--- src/rtl/rxq_pkg.sv ---
package rxq_pkg;
    localparam int BYTE_W       = 8;
    localparam int TAG_LSB      = 30;
    localparam int RX_FLUSH_BIT = 31;
    localparam int TX_FLUSH_BIT = 30;
    localparam int CNT_LSB      = 16;
    localparam int THR_LSB      = 8;

    typedef enum logic [1:0] {
        TAG_NONE  = 2'd0,
        TAG_START = 2'd1,
        TAG_MID   = 2'd2,
        TAG_END   = 2'd3
    } rxq_tag_e;

    typedef enum logic [1:0] {
        ST_EMPTY = 2'd0,
        ST_FILL  = 2'd1,
        ST_FULL  = 2'd2
    } rxq_state_e;

    typedef struct packed {
        rxq_tag_e           tag;
        logic [BYTE_W-1:0]  data;
    } rxq_entry_t;
endpackage

--- src/rtl/rxq_tagger.sv ---
module rxq_tagger
    import rxq_pkg::*;
#(
    parameter bit START_WINS = 1'b1
) (
    input  logic               first,
    input  logic               last,
    input  logic [BYTE_W-1:0]  data,
    output rxq_entry_t         entry
);
    rxq_tag_e tag;

    generate
        if (START_WINS) begin : g_start_wins
            always_comb begin
                if (first)      tag = TAG_START;
                else if (last)  tag = TAG_END;
                else            tag = TAG_MID;
            end
        end else begin : g_end_wins
            always_comb begin
                if (last)       tag = TAG_END;
                else if (first) tag = TAG_START;
                else            tag = TAG_MID;
            end
        end
    endgenerate

    always_comb begin
        entry.tag  = tag;
        entry.data = data;
    end

    // a stored entry never carries the empty code
    always_comb begin
        assert_tag_nonzero_R2: assert (tag != TAG_NONE);
    end
endmodule

--- src/rtl/rxq_store.sv ---
module rxq_store
    import rxq_pkg::*;
#(
    parameter int DEPTH = 64,
    localparam int AW   = $clog2(DEPTH)
) (
    input  logic        clk,
    input  logic        rst_n,
    input  logic        flush,
    input  logic        wr_en,
    input  rxq_entry_t  wr_entry,
    input  logic        rd_en,
    output rxq_entry_t  head
);
    rxq_entry_t mem [DEPTH];
    logic [AW-1:0] wr_ptr;
    logic [AW-1:0] rd_ptr;

    always_ff @(posedge clk or negedge rst_n) begin
        if (!rst_n) begin
            wr_ptr <= '0;
            rd_ptr <= '0;
        end else if (flush) begin
            wr_ptr <= '0;
            rd_ptr <= '0;
        end else begin
            if (wr_en) wr_ptr <= wr_ptr + AW'(1);
            if (rd_en) rd_ptr <= rd_ptr + AW'(1);
        end
    end

    always_ff @(posedge clk) begin
        if (wr_en) mem[wr_ptr] <= wr_entry;
    end

    assign head = mem[rd_ptr];
endmodule

--- src/rtl/rxq_ctrl.sv ---
module rxq_ctrl
    import rxq_pkg::*;
#(
    parameter int DEPTH = 64,
    localparam int CW   = $clog2(DEPTH + 1)
) (
    input  logic          clk,
    input  logic          rst_n,
    input  logic          push_req,
    input  logic          pop_req,
    input  logic          flush,
    output logic          do_push,
    output logic          do_pop,
    output logic [CW-1:0] count,
    output logic          overflow,
    output rxq_state_e    state
);
    rxq_state_e    state_nxt;
    logic [CW-1:0] cnt_nxt;
    logic          drop;

    // output process: accepted operations
    always_comb begin
        do_pop  = pop_req && (state != ST_EMPTY) && !flush;
        do_push = push_req && !flush && ((state != ST_FULL) || do_pop);
        drop    = push_req && !flush && (state == ST_FULL) && !do_pop;
        if (flush) cnt_nxt = '0;
        else       cnt_nxt = count + CW'(do_push) - CW'(do_pop);
    end

    // next-state selection
    always_comb begin
        state_nxt = state;
        unique case (state)
            ST_EMPTY: begin
                if (do_push) state_nxt = ST_FILL;                     // push_first
            end
            ST_FILL: begin
                if (flush)                           state_nxt = ST_EMPTY; // flush_clear
                else if (cnt_nxt == '0)              state_nxt = ST_EMPTY; // drain_last
                else if (cnt_nxt == CW'(DEPTH))      state_nxt = ST_FULL;  // reach_top
            end
            ST_FULL: begin
                if (flush)                    state_nxt = ST_EMPTY;   // flush_clear
                else if (do_pop && !do_push)  state_nxt = ST_FILL;    // pop_from_top
            end
            default: state_nxt = ST_EMPTY;
        endcase
    end

    // state register
    always_ff @(posedge clk or negedge rst_n) begin
        if (!rst_n) state <= ST_EMPTY;
        else        state <= state_nxt;
    end

    always_ff @(posedge clk or negedge rst_n) begin
        if (!rst_n) begin
            count    <= '0;
            overflow <= 1'b0;
        end else begin
            count <= cnt_nxt;
            if (flush)     overflow <= 1'b0;
            else if (drop) overflow <= 1'b1;
        end
    end

    assert_no_overflow_R4: assert property (@(posedge clk) disable iff (!rst_n)
        count <= CW'(DEPTH));
    assert_empty_state_R3: assert property (@(posedge clk) disable iff (!rst_n)
        (state == ST_EMPTY) |-> (count == '0));
    assert_full_state_R10: assert property (@(posedge clk) disable iff (!rst_n)
        (state == ST_FULL) |-> (count == CW'(DEPTH)));
    assert_empty_read_R3: assert property (@(posedge clk) disable iff (!rst_n)
        (pop_req && !push_req && !flush && count == '0) |=> (count == '0));
    assert_flush_clear_R6: assert property (@(posedge clk) disable iff (!rst_n)
        flush |=> (count == '0 && !overflow));
    assert_sticky_R11: assert property (@(posedge clk) disable iff (!rst_n)
        (overflow && !flush) |=> overflow);
    assert_drop_R11: assert property (@(posedge clk) disable iff (!rst_n)
        (push_req && !pop_req && !flush && count == CW'(DEPTH)) |=> (overflow && $stable(count)));
endmodule

--- src/rtl/rxq_events.sv ---
module rxq_events #(
    parameter int DEPTH = 64,
    parameter int TW    = 6,
    localparam int CW   = $clog2(DEPTH + 1)
) (
    input  logic [CW-1:0] count,
    input  logic [TW-1:0] thr,
    output logic          evt_byte,
    output logic          evt_thresh,
    output logic          evt_full
);
    always_comb begin
        evt_byte   = (count != '0);
        evt_thresh = (thr != '0) && (count >= CW'(thr));
        evt_full   = (count == CW'(DEPTH));
    end
endmodule

--- src/rtl/smb_tagged_rxq.sv ---
module smb_tagged_rxq
    import rxq_pkg::*;
#(
    parameter int DEPTH      = 64,
    parameter int TW         = 6,
    parameter bit START_WINS = 1'b1
) (
    input  logic        clk,
    input  logic        rst_n,
    input  logic        in_valid,
    input  logic        in_first,
    input  logic        in_last,
    input  logic [7:0]  in_data,
    input  logic        rd_strobe,
    output logic [31:0] rd_word,
    input  logic        ctl_wr,
    input  logic [31:0] ctl_wdata,
    output logic [31:0] ctl_rdata,
    output logic        evt_byte,
    output logic        evt_thresh,
    output logic        evt_full,
    output logic        overflow
);
    localparam int CW = $clog2(DEPTH + 1);

    rxq_entry_t    in_entry;
    rxq_entry_t    head;
    rxq_state_e    state;
    logic          do_push;
    logic          do_pop;
    logic          flush;
    logic [CW-1:0] count;
    logic [TW-1:0] thr;

    assign flush = ctl_wr && ctl_wdata[RX_FLUSH_BIT];

    always_ff @(posedge clk or negedge rst_n) begin
        if (!rst_n)      thr <= '0;
        else if (ctl_wr) thr <= ctl_wdata[THR_LSB +: TW];
    end

    rxq_tagger #(.START_WINS(START_WINS)) u_tag (
        .first (in_first),
        .last  (in_last),
        .data  (in_data),
        .entry (in_entry)
    );

    rxq_ctrl #(.DEPTH(DEPTH)) u_ctrl (
        .clk      (clk),
        .rst_n    (rst_n),
        .push_req (in_valid),
        .pop_req  (rd_strobe),
        .flush    (flush),
        .do_push  (do_push),
        .do_pop   (do_pop),
        .count    (count),
        .overflow (overflow),
        .state    (state)
    );

    rxq_store #(.DEPTH(DEPTH)) u_store (
        .clk      (clk),
        .rst_n    (rst_n),
        .flush    (flush),
        .wr_en    (do_push),
        .wr_entry (in_entry),
        .rd_en    (do_pop),
        .head     (head)
    );

    rxq_events #(.DEPTH(DEPTH), .TW(TW)) u_evt (
        .count      (count),
        .thr        (thr),
        .evt_byte   (evt_byte),
        .evt_thresh (evt_thresh),
        .evt_full   (evt_full)
    );

    always_comb begin
        rd_word = '0;
        if (state != ST_EMPTY) begin
            rd_word[TAG_LSB +: 2]  = head.tag;
            rd_word[BYTE_W-1:0]    = head.data;
        end
        ctl_rdata = '0;
        ctl_rdata[CNT_LSB +: CW] = count;
        ctl_rdata[THR_LSB +: TW] = thr;
    end

    assert_read_tag_R1: assert property (@(posedge clk) disable iff (!rst_n)
        (count != '0) |-> (rd_word[31:30] != 2'd0));
    assert_evt_full_R10: assert property (@(posedge clk) disable iff (!rst_n)
        evt_full |-> evt_byte);
endmodule

--- config.mk ---
export PLATFORM = sky130hd
export DESIGN_NAME = smb_tagged_rxq
export DESIGN_NICKNAME = d
export VERILOG_FILES = /design/src/rtl/rxq_pkg.sv /design/src/rtl/rxq_tagger.sv /design/src/rtl/rxq_store.sv /design/src/rtl/rxq_ctrl.sv /design/src/rtl/rxq_events.sv /design/src/rtl/smb_tagged_rxq.sv
export SDC_FILE = /design/constraint.sdc
export NUM_CORES = 1
export LEC_CHECK = 0
export ABC_AREA = 1
export BUFFER_PORTS_ARGS = -buffer_cell sky130_fd_sc_hd__buf_2
export CAP_MARGIN = 20
export CORE_MARGIN = 2
export CORE_UTILIZATION = 33
export DETAILED_ROUTE_END_ITERATION = 8
export PLACE_DENSITY = 0.57
export SLEW_MARGIN = 10
export SYNTH_ARGS = -nofsm -noshare
export SYNTH_HDL_FRONTEND = slang
export SYNTH_SLANG_ARGS = --single-unit
--- constraint.sdc ---
create_clock -name clk -period 3 [get_ports clk]
set_input_delay 0.3 -clock clk [delete_from_list [all_inputs] [get_ports clk]]
set_output_delay 0.3 -clock clk [all_outputs]
set_load 0.005 [all_outputs]
After elaboration in Yosys (flattened, before gate mapping):

Memory sizes are Yosys's and may differ from the RTL's.
Cells that the tools add are included.

* input bits: 47
* bits in registers: 28
* ROM bits: 0
* memories kept: 1
* logic and storage cells: 62
* output and inout bits: 68
* bits in latches: 0
* RAM bits: 640

* multipliers: 0
* shift-type cells: 0
* reduce and logical (&&, ||, !) cells: 22
* multiplexer cells: 20
* div/mod/pow operators: 0
* $lt $le $gt $ge: 1
* bitwise logic cells: 0
* equal/unequal tests: 8
* add/sub/neg operators: 4

Memory list
* u_store.mem: depth 64, bits a word 10, read ports 1, clocked after Yosys merged registers in 0, write ports 1, line rxq_store.sv:15 `rxq_entry_t mem [DEPTH];`

Operators by type and width (number)
* 6-bit 2-to-1 mux: 4
* 2-bit 2-to-1 mux: 8
* 7-bit == test, second input constant: 2
* 6-bit by 1-bit adder with 6-bit output, second input constant: 2
* 1-bit logical AND: 9
* 8-bit 2-to-1 mux: 1
* 2-bit nonzero test: 4
* 7-bit by 1-bit adder with 7-bit output: 1
* 7-bit by 6-bit >= comparator with 1-bit output: 1
* 7-bit logical NOT: 1
* 7-bit 2-to-1 mux: 1
* 7-bit nonzero test: 1
* 7-bit by 1-bit subtractor with 7-bit output: 1
* 2-bit case mux with 3 select lines: 1
* 6-bit nonzero test: 1
* 1-bit 2-to-1 mux: 5
* 4-bit by 1-bit inequality test with 1-bit output, second input constant: 1
* 1-bit logical NOT: 3
* 3-bit by 2-bit inequality test with 1-bit output, second input constant: 1
* 3-bit AND reduction: 1
* 2-bit by 1-bit == test with 1-bit output, second input constant: 1
* 2-bit == test, second input constant: 1
* 2-bit logical NOT: 1
* 2-bit by 1-bit inequality test with 1-bit output, second input constant: 1
* other kinds (2): 2

Depth between registers and ports, before layout:

* depth after elaboration: 13
* mapped depth: 22
* depth with buffers taken out: 22

Cells and area by module:

A second synthesis with hierarchy kept.

* cells, all modules: 2807
* area, all modules: 29201.8 um2

Modules (own cells, without submodules)
* rxq_store: instances 1, area an instance 27412.5 um2, cells an instance 2536, sequential area each 19518.7 um2
* rxq_ctrl: instances 1, area an instance 842.1 um2, cells an instance 123, sequential area each 250.2 um2
* smb_tagged_rxq: instances 1, area an instance 638.1 um2, cells an instance 91, sequential area each 150.1 um2
* rxq_events: instances 1, area an instance 235.2 um2, cells an instance 46, sequential area each 0.0 um2
* rxq_tagger: instances 1, area an instance 73.8 um2, cells an instance 11, sequential area each 0.0 um2

Least setup slack after synthesis:

Ideal clock, no wire load.

* kind: register to register
* start point: register u_ctrl.state[1]
* end point: register u_ctrl.state[1]
* data arrival time: 2384 ps
* setup time: 116 ps
* buffers on the path: 0
* path slack: 499 ps
* stages on the path, launching flop included: 22
* period minus slack after synthesis: 2501 ps
* required time: 2884 ps
* cells stage by stage: dfrtp_1 -> inv_1 -> nand2_1 -> nand2_1 -> inv_2 -> nand2_1 -> nand2_1 -> nand2_2 -> o21ai_0 -> ha_1 -> inv_1 -> fa_1 -> inv_1 -> nand3_1 -> nand3_1 -> nand2_1 -> nor2_1 -> nor2_1 -> nand4_1 -> inv_1 -> nand2_1 -> nand2_1

* word-level cells in the longest chain between the ends: 12
* elaborated cells on any way between the ends: 23
* those cells by class: add/sub (2); eq/ne (7); mux (4); reduce/logical (10)

RTL lines
* start, declared: line rxq_ctrl.sv:16 `output rxq_state_e state`
* start signal, assigned: line rxq_ctrl.sv:54 `else state <= state_nxt;`
* 2-bit nonzero test: line rxq_ctrl.sv:24 `do_pop = pop_req && (state != ST_EMPTY) && !flush;`
* 1-bit logical AND (2 in series): line rxq_ctrl.sv:24
* 1-bit logical OR: line rxq_ctrl.sv:25 `do_push = push_req && !flush && ((state != ST_FULL) || do_pop);`
* 1-bit logical AND: line rxq_ctrl.sv:25
* 7-bit by 1-bit adder with 7-bit output: line rxq_ctrl.sv:28 `else cnt_nxt = count + CW'(do_push) - CW'(do_pop);`
* 7-bit by 1-bit subtractor with 7-bit output *: line rxq_ctrl.sv:28
* 7-bit 2-to-1 mux *: line rxq_ctrl.sv:27 `if (flush) cnt_nxt = '0;`
* named net u_ctrl.cnt_nxt[4]: line rxq_ctrl.sv:19 `logic [CW-1:0] cnt_nxt;`
* 7-bit logical NOT: line rxq_ctrl.sv:40 `else if (cnt_nxt == '0) state_nxt = ST_EMPTY;`
* 2-bit 2-to-1 mux: line rxq_ctrl.sv:40
* 2-bit 2-to-1 mux: line rxq_ctrl.sv:39 `if (flush) state_nxt = ST_EMPTY;`
* 2-bit case mux with 3 select lines: line rxq_ctrl.sv:34 `unique case (state)`

The timed path passes the listed nets; every way through them passes the cells marked *.
A chain may end at the register's enable or synchronous reset.

Worst setup path in the final report:

* start point: register u_store.rd_ptr[0]
* end point: output port rd_word[31]

* word-level cells in the longest chain between the ends: 2

RTL lines
* start, declared: line rxq_store.sv:17 `logic [AW-1:0] rd_ptr;`
* start signal, assigned: line rxq_store.sv:28 `if (rd_en) rd_ptr <= rd_ptr + AW'(1);`
* memory read 64 x 10 bit
* 2-bit 2-to-1 mux: line smb_tagged_rxq.sv:82 `if (state != ST_EMPTY) begin`
* end, declared: line smb_tagged_rxq.sv:15 `output logic [31:0] rd_word,`

No other way between the ends.

==> impl_metrics.json <==
{
  "status": "complete, but fails checks",
  "violations": "setup timing",
  "row_count": 109,
  "clock_latency_ns": 0.64,
  "syn-cell-area_um2": 29560,
  "grt_pass1_vias": 19280,
  "chipWidth_um": 303.3,
  "final.setup_skew_ns": 0.02727,
  "cts_tree": "done",
  "ios": 115,
  "clockBufferDepth": 3,
  "finalWeightedCongestion": 0.8419,
  "drtIter0Drc": 1659,
  "nets": 3088,
  "wl_per_cell_um": 18.62,
  "antenna_found_initial": 2,
  "cp_common_cell": "nand2_1",
  "ys_types": 36,
  "track_usage_pct": 17.08,
  "grt_pass1_wl_um": 118100,
  "io_buffers": 48,
  "hold_path.class": "input pin to register",
  "critPathSlowestCell": "dfrtp_4",
  "dpl_worst_slack_ns": 0.2761,
  "dieArea_um2": 91990,
  "yosys_warnings": 0,
  "dpl.hpwl_um": 44880,
  "finalWorstSetupSlack_ns": -0.07347,
  "cp_cell_sequence": "buf_12, buf_16, buf_12, buf_16, nand2_1, nand3_2, nand2_1, nand2_1, nand3_2, nand3_4, nand3_4, nand2_4, nor2_4, buf_2",
  "critPathMaxFanout": 7,
  "htree_levels": 3,
  "drive_above_1_share_pct": 19.58,
  "required_ns": 2.70,
  "drt_first_pass_iters": 5,
  "start_kind": "register",
  "ant_nets": 0,
  "clk_pin_slew_ns": 0.06,
  "worst-setup-path-type": "register to primary output",
  "root_buffer": "clkbuf_16",
  "drcViolationCount": 0,
  "setup_viol": 10,
  "worst_pin_slew_ns": 1.077,
  "synth_seq_area_share_pct": 67.38,
  "fin_setup_tns_ns": -0.5264,
  "period_share_pct": 102.4,
  "pwr_density_cell_nw_per_um2": 811.5,
  "cts_buffers": 71,
  "finalHoldViolations": 0,
  "rsz0062_at_grt": "true",
  "crit_path_end_kind": "primary output",
  "slew_violations": 0,
  "synthCells": 2828,
  "clock-sinks": 668,
  "arrival_ns": 2.77,
  "via_per_inst": 4.758,
  "max-slew-margin-rel_pct": 28.20,
  "syn2layout_area_growth_pct": 23.86,
  "initial_core_util_pct": 33.35,
  "die_y_um": 303.3,
  "core_area_um2": 88650,
  "drv_cap": 0,
  "antenna_cells": 0,
  "critical_path.max_stage_delay_ns": 0.53,
  "overflow": 0,
  "fmax_ghz": 0.3254,
  "wl_um": 79050,
  "vdd_drop_max_mv": 0.4311,
  "leakage_nw": 14.86,
  "fin_crit_ns": 3.073,
  "synth.avg_cell_area_um2": 10.45,
  "num_vias": 20200,
  "synth_seq_cells": 668,
  "grt_max_degree": 65,
  "finalPower_mw": 29.71
}
flip-flops by register name, indices dropped and copies added (netlist names):
name / count
u_ctrl.state: 2
thr: 6
u_ctrl.count: 7
u_ctrl.overflow: 1
u_store.mem: 640
u_store.rd_ptr: 6
u_store.wr_ptr: 6
cell type report:
cell class,instances,area (um2)
clock inverters,48,430.4
multi-input cells,1663,8518
well taps,1165,1458
fillers,8325,52030
flip-flops and latches,668,19930
clock buffers,81,1836
inverters,356,1379
repair buffers,264,3068
worst max-delay path: cells and delay by family (launching register included):
family / cells / cell delay [ns]
buf+inv: 5 / 0.76
flops: 1 / 0.53
simple gates: 9 / 0.86
report_power, final:
group          switching (mW)  internal, mW
Clock                    3.68          4.94
Sequential              0.172          10.4
Combinational            6.27          4.24
Total                    10.1          19.6
metrics by stage:
| stage | std cells | hold WS (ns) | utilization [%] | instance area, um2 |
|---|---|---|---|---|
| floorplan | 2868 | 0.004409 | - | 29710 |
| global placement | 4047 | 0.3864 | 35.83 | 31760 |
| detailed placement | 4047 | 0.3889 | 35.83 | 31760 |
| CTS | 4227 | 0.01811 | 40.75 | 36120 |
| global route | 4245 | 0.04963 | 41.31 | 36620 |
| finish | 4245 | 0.04480 | 41.31 | 36620 |
placed cells by master (no fill, tap or decap), types with 23 or more instances in the layout:
cell type  count
inv_1        348
nand2_1      849
o21ai_0       49
nand2_2       26
nand3_4       27
dfrtp_1       25
buf_2         48
buf_4        123
o211ai_1      61
buf_16        23
buf_12        28
nor2_1       128
nand3_2       73
nand3_1      160
or2_2         28
a21oi_1       57
edfxtp_1     640
clkbuf_16     79
nor3_1        42
conb_1        41
path summary, 6_finish.rpt:
check | from | endpoint | slack (ns) | cells past startpoint
max in group asynchronous | rst_n | u_store.rd_ptr[0] | 2.19 | 2
worst max-delay path | u_store.rd_ptr[0] | rd_word[31] | -0.07 | 14
worst max register to register | u_ctrl.state[1] | u_ctrl.state[1] | 0.28 | 21
worst min-delay path | ctl_wr | thr[5] | 0.04 | 3
min in group asynchronous | rst_n | u_ctrl.count[3] | 0.26 | 2
worst min register to register | u_ctrl.overflow | u_ctrl.overflow | 0.50 | 1
repair_timing:
item | in CTS | in global routing
hold endpoints to repair | 34 | 0
pin swaps | 101 | 53
cloned | 19 | 8
hold buffers | 7 | 0
resized for setup | 282 | 52
setup buffers | 26 | 10
endpoints found under the setup margin | 10 | 12
cells by family (layout without fill, tap and decap cells):
| logic type | Yosys count | count (layout) | share of synthesized area [%] |
|---|---|---|---|
| adders and majority gates | 17 | 17 | 0.7449 |
| xor gates and xnor gates | 2 | 2 | 0.05927 |
| muxes | 1 | 1 | 0.03809 |
| buffers and inverters | 537 | 749 | 8.080 |
| other | 1 | 41 | 0.01269 |
| AOI/OAI and AO/OA | 188 | 188 | 3.771 |
| and+or+nand+nor | 1414 | 1414 | 19.91 |
| DFF | 668 | 668 | 67.38 |
synth_stat cells:
| master | number | area share (%) |
|---|---|---|
| a211oi_1 | 2 | 0.051 |
| a21boi_1 | 1 | 0.025 |
| a21o_1 | 1 | 0.025 |
| a21oi_1 | 63 | 1.1 |
| a32o_1 | 1 | 0.034 |
| buf_1 | 12 | 0.15 |
| buf_2 | 68 | 1.2 |
| buf_4 | 50 | 1.3 |
| buf_6 | 13 | 0.50 |
| clkbuf_1 | 38 | 0.48 |
| conb_1 | 1 | 0.013 |
| dfrtp_1 | 28 | 2.4 |
| edfxtp_1 | 640 | 65 |
| fa_1 | 1 | 0.068 |
| ha_1 | 16 | 0.68 |
| inv_1 | 350 | 4.4 |
| inv_2 | 5 | 0.063 |
| inv_4 | 1 | 0.021 |
| mux2_2 | 1 | 0.038 |
| nand2_1 | 882 | 11 |
| nand2_2 | 3 | 0.063 |
| nand3_1 | 260 | 4.4 |
| nand4_1 | 7 | 0.15 |
| nand4_2 | 7 | 0.30 |
| nor2_1 | 164 | 2.1 |
| nor3_1 | 48 | 0.81 |
| nor4_1 | 2 | 0.042 |
| o211ai_1 | 61 | 1.5 |
| o21ai_0 | 51 | 0.86 |
| o21ai_1 | 5 | 0.085 |
| o21bai_1 | 1 | 0.025 |
| o22ai_1 | 1 | 0.021 |
| o31ai_1 | 1 | 0.025 |
| or2_2 | 41 | 0.87 |
| xnor2_1 | 1 | 0.030 |
| xor2_1 | 1 | 0.030 |
per-layer routing:
| metal | routed length [um] | GRT usage [%] | vias up | share of wire (%) |
|---|---|---|---|---|
| li1 | - | - | 9675 | - |
| met1 | 34360 | 23.27 | 9739 | 43 |
| met2 | 36520 | 27.39 | 647 | 46 |
| met3 | 5434 | 2.756 | 134 | 6.9 |
| met4 | 2710 | 6.618 | 4 | 3.4 |
| met5 | 15 | 0 | - | 0.019 |
Power figures use the tool's default switching activity.
